[config.mk]
export PLATFORM = sky130hd
export DESIGN_NAME = gpio_edge_irq_ctrl
export DESIGN_NICKNAME = d
export VERILOG_FILES = /design/src/rtl/gpio_edge_pkg.sv /design/src/rtl/gpio_rst_sync.sv /design/src/rtl/gpio_pin_sync.sv /design/src/rtl/gpio_edge_en_regs.sv /design/src/rtl/gpio_pend_regs.sv /design/src/rtl/gpio_edge_irq_ctrl.sv
export SDC_FILE = /design/constraint.sdc
export NUM_CORES = 1
export LEC_CHECK = 0
export ABC_AREA = 1
export BUFFER_PORTS_ARGS = -buffer_cell sky130_fd_sc_hd__buf_2
export CAP_MARGIN = 10
export CORE_MARGIN = 3
export CORE_UTILIZATION = 40
export CTS_CLUSTER_DIAMETER = 40
export DETAILED_ROUTE_END_ITERATION = 8
export SLEW_MARGIN = 20
export SYNTH_ARGS = -nofsm -noshare
export SYNTH_HDL_FRONTEND = slang
export SYNTH_SLANG_ARGS = --single-unit
[constraint.sdc]
create_clock -name clk -period 2.37 [get_ports clk]
set_input_delay 0.237 -clock clk [delete_from_list [all_inputs] [get_ports clk]]
set_output_delay 0.237 -clock clk [all_outputs]
set_load 0.01 [all_outputs]
[src/rtl/gpio_edge_pkg.sv]
package gpio_edge_pkg;

  localparam int unsigned REG_ADDR_W = 3;

  typedef enum logic [REG_ADDR_W-1:0] {
    RA_RISE_ON  = 3'd0,
    RA_RISE_OFF = 3'd1,
    RA_FALL_ON  = 3'd2,
    RA_FALL_OFF = 3'd3,
    RA_PEND     = 3'd4
  } reg_addr_e;

endpackage

[src/rtl/gpio_rst_sync.sv]
module gpio_rst_sync #(
  parameter int unsigned STAGES = 2
) (
  input  logic clk,
  input  logic rst_n,
  output logic rst_sync_n
);

  logic [STAGES-1:0] chain_q;
  logic [STAGES-1:0] chain_d;

  always_comb begin
    chain_d = {chain_q[STAGES-2:0], 1'b1};
  end

  always_ff @(posedge clk or negedge rst_n) begin
    if (!rst_n) chain_q <= '0;
    else        chain_q <= chain_d;
  end

  assign rst_sync_n = chain_q[STAGES-1];

endmodule

[src/rtl/gpio_pin_sync.sv]
module gpio_pin_sync #(
  parameter int unsigned NUM_PINS    = 8,
  parameter int unsigned SYNC_STAGES = 2
) (
  input  logic                clk,
  input  logic                rst_n,
  input  logic [NUM_PINS-1:0] lvl_i,
  output logic [NUM_PINS-1:0] cur_o,
  output logic [NUM_PINS-1:0] prev_o
);

  localparam int unsigned CHAIN_W = SYNC_STAGES + 1;

  for (genvar p = 0; p < NUM_PINS; p++) begin : g_pin
    logic [CHAIN_W-1:0] chain_q;
    logic [CHAIN_W-1:0] chain_d;

    always_comb begin
      chain_d = {chain_q[CHAIN_W-2:0], lvl_i[p]};
    end

    always_ff @(posedge clk or negedge rst_n) begin
      if (!rst_n) chain_q <= '0;
      else        chain_q <= chain_d;
    end

    assign cur_o[p]  = chain_q[SYNC_STAGES-1];
    assign prev_o[p] = chain_q[SYNC_STAGES];
  end

endmodule

[src/rtl/gpio_edge_en_regs.sv]
module gpio_edge_en_regs #(
  parameter int unsigned NUM_PINS = 8
) (
  input  logic                clk,
  input  logic                rst_n,
  input  logic [NUM_PINS-1:0] rise_set_i,
  input  logic [NUM_PINS-1:0] rise_clr_i,
  input  logic [NUM_PINS-1:0] fall_set_i,
  input  logic [NUM_PINS-1:0] fall_clr_i,
  output logic [NUM_PINS-1:0] rise_en_o,
  output logic [NUM_PINS-1:0] fall_en_o
);

  logic [NUM_PINS-1:0] rise_q, rise_d;
  logic [NUM_PINS-1:0] fall_q, fall_d;
  logic                rise_upd, fall_upd;

  always_comb begin
    rise_upd = |(rise_set_i | rise_clr_i);
    fall_upd = |(fall_set_i | fall_clr_i);
    rise_d   = (rise_q | rise_set_i) & ~rise_clr_i;
    fall_d   = (fall_q | fall_set_i) & ~fall_clr_i;
  end

  always_ff @(posedge clk or negedge rst_n) begin
    if (!rst_n) begin
      rise_q <= '0;
      fall_q <= '0;
    end else begin
      if (rise_upd) rise_q <= rise_d;
      if (fall_upd) fall_q <= fall_d;
    end
  end

  assign rise_en_o = rise_q;
  assign fall_en_o = fall_q;

endmodule

[src/rtl/gpio_pend_regs.sv]
module gpio_pend_regs #(
  parameter int unsigned NUM_PINS = 8
) (
  input  logic                clk,
  input  logic                rst_n,
  input  logic [NUM_PINS-1:0] hit_i,
  input  logic [NUM_PINS-1:0] clr_i,
  output logic [NUM_PINS-1:0] pend_o,
  output logic [NUM_PINS-1:0] pulse_o
);

  logic [NUM_PINS-1:0] pend_q, pend_d;
  logic [NUM_PINS-1:0] pulse_q;
  logic                pend_upd;

  always_comb begin
    pend_upd = |(hit_i | clr_i);
    pend_d   = (pend_q & ~clr_i) | hit_i;
  end

  always_ff @(posedge clk or negedge rst_n) begin
    if (!rst_n) begin
      pend_q  <= '0;
      pulse_q <= '0;
    end else begin
      if (pend_upd) pend_q <= pend_d;
      pulse_q <= hit_i;
    end
  end

  assign pend_o  = pend_q;
  assign pulse_o = pulse_q;

endmodule

[src/rtl/gpio_edge_irq_ctrl.sv]
module gpio_edge_irq_ctrl
  import gpio_edge_pkg::*;
#(
  parameter int unsigned NUM_PINS    = 8,
  parameter int unsigned SYNC_STAGES = 2
) (
  input  logic                  clk,
  input  logic                  rst_n,
  input  logic [NUM_PINS-1:0]   pin_in_i,
  input  logic [NUM_PINS-1:0]   pin_out_i,
  input  logic [NUM_PINS-1:0]   pin_dir_i,
  input  logic                  reg_we_i,
  input  logic [REG_ADDR_W-1:0] reg_addr_i,
  input  logic [NUM_PINS-1:0]   reg_wdata_i,
  output logic [NUM_PINS-1:0]   reg_rdata_o,
  output logic [NUM_PINS-1:0]   pin_irq_o,
  output logic                  bank_irq_o
);

  localparam int unsigned RST_STAGES = 2;

  logic                rst_sync_n;
  logic [NUM_PINS-1:0] watch_lvl;
  logic [NUM_PINS-1:0] lvl_cur, lvl_prev;
  logic [NUM_PINS-1:0] rise_en, fall_en;
  logic [NUM_PINS-1:0] pend;
  logic [NUM_PINS-1:0] hit;
  logic [NUM_PINS-1:0] rise_set, rise_clr, fall_set, fall_clr, pend_clr;

  gpio_rst_sync #(.STAGES(RST_STAGES)) u_rst (
    .clk        (clk),
    .rst_n      (rst_n),
    .rst_sync_n (rst_sync_n)
  );

  always_comb begin
    watch_lvl = (pin_out_i & pin_dir_i) | (pin_in_i & ~pin_dir_i);
  end

  gpio_pin_sync #(.NUM_PINS(NUM_PINS), .SYNC_STAGES(SYNC_STAGES)) u_sync (
    .clk    (clk),
    .rst_n  (rst_sync_n),
    .lvl_i  (watch_lvl),
    .cur_o  (lvl_cur),
    .prev_o (lvl_prev)
  );

  always_comb begin
    rise_set = '0;
    rise_clr = '0;
    fall_set = '0;
    fall_clr = '0;
    pend_clr = '0;
    if (reg_we_i) begin
      case (reg_addr_i)
        RA_RISE_ON:  rise_set = reg_wdata_i;
        RA_RISE_OFF: rise_clr = reg_wdata_i;
        RA_FALL_ON:  fall_set = reg_wdata_i;
        RA_FALL_OFF: fall_clr = reg_wdata_i;
        RA_PEND:     pend_clr = reg_wdata_i;
        default:     ;
      endcase
    end
  end

  gpio_edge_en_regs #(.NUM_PINS(NUM_PINS)) u_en (
    .clk        (clk),
    .rst_n      (rst_sync_n),
    .rise_set_i (rise_set),
    .rise_clr_i (rise_clr),
    .fall_set_i (fall_set),
    .fall_clr_i (fall_clr),
    .rise_en_o  (rise_en),
    .fall_en_o  (fall_en)
  );

  always_comb begin
    hit = (lvl_cur & ~lvl_prev & rise_en) | (~lvl_cur & lvl_prev & fall_en);
  end

  gpio_pend_regs #(.NUM_PINS(NUM_PINS)) u_pend (
    .clk     (clk),
    .rst_n   (rst_sync_n),
    .hit_i   (hit),
    .clr_i   (pend_clr),
    .pend_o  (pend),
    .pulse_o (pin_irq_o)
  );

  always_comb begin
    case (reg_addr_i)
      RA_RISE_ON, RA_RISE_OFF: reg_rdata_o = rise_en;
      RA_FALL_ON, RA_FALL_OFF: reg_rdata_o = fall_en;
      RA_PEND:                 reg_rdata_o = pend;
      default:                 reg_rdata_o = '0;
    endcase
  end

  assign bank_irq_o = |pend;

endmodule

# Word-level counts from Yosys, hierarchy flattened

Index checks and enable logic that the tools add are counted.

Register bits: 58
Bits in latches: 0
Memory bits (writable): 0
Memory bits (read-only): 0
Bits of input ports: 38
Output and inout bits: 17
Word-level logic and storage cells: 58
Memories: 0

Add/subtract/negate cells: 0
$mul: 0
Divide/modulo/power cells: 0
$lt $le $gt $ge: 0
Equal/unequal tests: 4
Shift-type cells: 0
Muxes and demuxes: 11
Bitwise gates (word level): 23
Reduce and logical (&&, ||, !) cells: 7

Operator list:

| cell                                                 | number |
|---|---|
| 2-to-1 mux 8 bit                                     | 10 |
| bitwise AND 8 bit                                    | 9 |
| bitwise OR 8 bit                                     | 8 |
| inverter 8 bit                                       | 6 |
| OR reduction 8 bit                                   | 4 |
| one-hot mux 8 bit (3 select lines)                   | 1 |
| equality test 3 x 2 -> 1 bit (second input constant) | 2 |
| OR reduction 2 bit                                   | 2 |
| equality test 3 x 1 -> 1 bit (second input constant) | 1 |
| equality test 3 bit (second input constant)          | 1 |
| zero test 3 bit                                      | 1 |

# Logic depth before layout (Yosys ltp)

Word-level depth: 6
Depth in mapped cells: 6
Gate-level depth less buffers: 5

# By module

A second synthesis with hierarchy kept.

Cells, all modules: 286
Area total of the unflattened synthesis: 2516.2 sq um

Modules (own cells, without submodules):

| module             | times used | cells an instance | area an instance (sq um) | sequential area each (sq um) |
|---|---|---|---|---|
| gpio_pin_sync      | 1          | 40                | 720.7                    | 600.6 |
| gpio_edge_irq_ctrl | 1          | 147               | 700.7                    | 0.0 |
| gpio_edge_en_regs  | 1          | 48                | 520.5                    | 400.4 |
| gpio_pend_regs     | 1          | 48                | 520.5                    | 400.4 |
| gpio_rst_sync      | 1          | 3                 | 53.8                     | 50.0 |

# Least setup slack after synthesis

No wires, ideal clock.

Path kind: input to output
Start: input port reg_addr_i[2]
End: output port reg_rdata_o[0]
Arrival: 0.798 ns
Data required time: 2.133 ns
Path slack: 1.335 ns
Stages on the path: 6
Path buffers: 1
Path through: buf_4 -> inv_4 -> nand2_4 -> clkinv_2 -> nand2_1 -> nand3_1

Word-level cells in the longest chain between the ends: 3
Elaborated cells on any way between the ends: 8
Those cells by class: eq/ne: 4; mux: 1; reduce/logical: 3

Ends and longest elaborated chain:

| element                                                    | RTL line                 | RTL |
|---|---|---|
| start, declared                                            | gpio_edge_irq_ctrl.sv:13 | `input logic [REG_ADDR_W-1:0] reg_addr_i,` |
| equality test 3 x 2 -> 1 bit, or another cell as far along | gpio_edge_irq_ctrl.sv:91 | `case (reg_addr_i)` |
| OR reduction 2 bit                                         | gpio_edge_irq_ctrl.sv:91 |  |
| one-hot mux 8 bit (3 select lines) (*)                     | gpio_edge_irq_ctrl.sv:91 |  |
| end, declared                                              | gpio_edge_irq_ctrl.sv:15 | `output logic [NUM_PINS-1:0] reg_rdata_o,` |

Mark *: on every way between the ends. The rest lies on a longest branch, timed or not.

# Worst setup path in the final report

Start: input port reg_addr_i[0]
End: output port reg_rdata_o[0]

Same word-level chain as after synthesis.

==> impl_results.md <==
* Status: complete, no violations
* DR vias/cell at 4.96
* Global-route wire length before repair at 9200 um
* Worst Path Required at 2.13 ns
* Fill cells at 562
* Pre-CTS setup slack at 0.892 ns
* Slew Viols, Final at 0
* Hold endpoint: u_sync.g_pin[3].chain_q[0]
* Slew HR at 61.6%
* Worst R2R Path Depth at 1
* Worst VDD drop at 0.359 mV
* Layout cells sized above 1 at 23.6%
* Synth Register Bits at 58
* Final worst path period need at 1.49 ns
* Post-synth cell types at 17
* Clock group share of total power at 34.2%
* Fmax at 672 MHz
* Pin count of the biggest net entering global routing at 32
* CP bufs+invs at 2
* Fin worst setup slack at 0.882 ns
* Global route overflow at 0
* # DRC at 0
* Critical path class: in2out
* Worst-margin pin slew at 0.575 ns
* Worst stage delay on the critical path at 0.48 ns
* Worst Path Max Fanout at 23
* Final Non-Filler Cells at 402
* Final nets at 363
* Die Y at 83.9 um
* Worst reg2reg setup slack at 1.54 ns
* Synthesis-to-layout area growth at 21.1%
* # setup viols final at 0
* Net Count, Synth at 302
* Postcts setup bufs at 0
* Die area at 7040 um^2
* # rows at 27
* CTS tree: done
* Placer Congestion at 0.784
* Syn_area_per_cell at 9.19 um^2
* Worst R2R End: u_sync.g_pin[3].chain_q[2]
* Drt initial violations at 114
* Fin Clk Skew at 0.00763 ns
* Initial antenna violation count at 0
* WL/cell at 13.2 um
* Number of global-route vias before repair at 1956
* Clk buf depth at 2
* Sw Ratio at 27.4%
* Area taken by multi-input logic gates at 778 um^2
* CP delay by family, top: simple AND/OR/NAND/NOR gates
* Combinational power share at 13.2%
* Hold Violations, Final at 0
* Storage cell area at 1450 um^2
* Post-synthesis sequential area ratio at 59.8%
* Hold path startpoint: pin_dir_i[3]
* Final Cycle Share at 62.8%
* Worst r2r src: u_rst.chain_q[1]
* Setup TNS at 0 ns
* Placed cell count at 385
* CP Launch Type: input port
* Sink Count at 58
* Worst path arrival time at 1.25 ns
* CTS H-tree depth at 3
* Synthesized area at 2430 um^2
* Placed Area at 2760 um^2
* Clock root cell: clkbuf_8
* Inserted Clock Buffers at 9
* Worst-skew pair later-pin latency at 0.34 ns
* PwrDens at 761 nW/um^2
* Fin Hold WS at 0.102 ns
* Net Sw Power at 612 uW
* Lkg Pwr at 0.00162 uW
* Routed Antenna Nets at 0
* Instance count on the critical path at 5
* Cell Chain, Critical Path: buf_2 > nor2_4 > nand3_1 > nand3_1 > buf_2
* RSZ-0062 raised after global routing: false
* Sequential share of power at 52.7%
* I/O Pins at 55
* I/O Buffers at 54
* Mapped Cells at 264
* Total wire length at 5320 um
* Via count at 1992
* Hold path cells at 2
* CORE AREA at 5680 um^2
* Chip width at 83.9 um
* Critical path endpoint category: primary output
* P_int at 1620 uW
* # diodes at 0
* 1st-pass router iterations at 4
* Hold Crit Class: in2reg
* GRT Resource Usage Total at 16.8%
* Yosys warning count at 0
* Finished Cell Area at 2940 um^2
* Max-Cap Viols at 0
* CTS clk-pin slew, worst paths at 0.06 ns
* Worst path slowest cell: nor2_4
* Final HPWL DP at 3660 um
* Initial Util at 42.7%
-- power by group through the flow --
stage               clock [uW]  combinational (uW)  sequential (uW)
global placement             0                 291             1190
detailed placement           0                 296             1200
finish                     764                 294             1180
CTS                        795                 300             1180
global route               836                 342             1190
floorplan                    0                 170             1190
-- Yosys cell counts (all sizes together) --
master | n | area [um^2]
o21ai | 32 | 160
clkinv | 1 | 5.00
nor2 | 6 | 37.5
a21o | 8 | 60.1
conb | 1 | 3.75
buf | 7 | 51.3
nand2 | 74 | 293
dfrtp | 58 | 1450
nand4 | 15 | 93.8
inv | 36 | 140
nand3 | 26 | 130
-- stage by stage --
stage	utilization, %	total power, uW
floorplan	-	1360
global placement	48.7	1480
detailed placement	48.7	1490
CTS	51.8	2270
global route	51.8	2370
finish	51.8	2240
-- layer usage --
| layer | share of wire [%] | GRT usage (%) | vias to the layer above |
|---|---|---|---|
| li1 | - | - | 974 |
| met1 | 43 | 20.2 | 950 |
| met2 | 49 | 26.9 | 60 |
| met3 | 6.7 | 6.71 | 8 |
| met4 | 1.3 | 6.43 | 0 |
| met5 | 0 | 0 | - |
-- cells by family (layout without fill, tap and decap cells) --
| group | after synthesis | in the layout | share of synthesized area [%] |
|---|---|---|---|
| AND/OR/NAND/NOR | 121 | 121 | 22.8 |
| flip-flops | 58 | 58 | 59.8 |
| buffers and inverters | 44 | 110 | 8.10 |
| AO/OA/AOI/OAI | 40 | 40 | 9.08 |
| other | 1 | 1 | 0.155 |
-- sequential cells by signal, indices dropped and copies added, names as in the netlist --
| register | count |
|---|---|
| u_rst.chain_q | 2 |
| u_pend.pend_o | 8 |
| u_en.fall_en_o | 8 |
| u_en.rise_en_o | 8 |
| u_sync.g_pin.chain_q | 24 |
| u_pend.pulse_o | 8 |
-- timing repair --
action / in CTS / in global routing
setup endpoints to repair: 0 / 0
hold endpoints to repair: 2 / 0
hold buffers: 1 / 0
gates resized for setup: 0 / 0
-- layout make-up --
class                   count  area share [%]
clock buffers              13            5.07
inverters                  37            4.94
multi-input cells         162            26.5
well taps                  72            3.07
clock inverters             3           0.511
flip-flops and latches     58            49.4
repair buffers             57            10.5
-- worst max path at each step --
stage                     startpoint                 to  slack (ns)
global route           reg_addr_i[0]     reg_rdata_o[7]        0.74
floorplan           u_rst.chain_q[1]  u_en.fall_en_o[0]        0.64
finish                 reg_addr_i[0]     reg_rdata_o[0]        0.88
global placement       reg_addr_i[0]     reg_rdata_o[4]        0.91
detailed placement     reg_addr_i[0]     reg_rdata_o[0]        0.89
CTS                    reg_addr_i[0]     reg_rdata_o[0]        0.89
-- layout by cell type, fill, tap and decap left out, drive strengths merged --
master	netlist	final
nand3	26	26
dlygate4sd3	0	1
clkinv	1	4
o21ai	32	32
nand2	74	74
inv	36	36
a21o	8	8
nand4	15	15
dfrtp	58	58
buf	7	56
clkbuf	0	13
nor2	6	6
conb	1	1
Note: power is estimated with default switching activity, not from simulation.
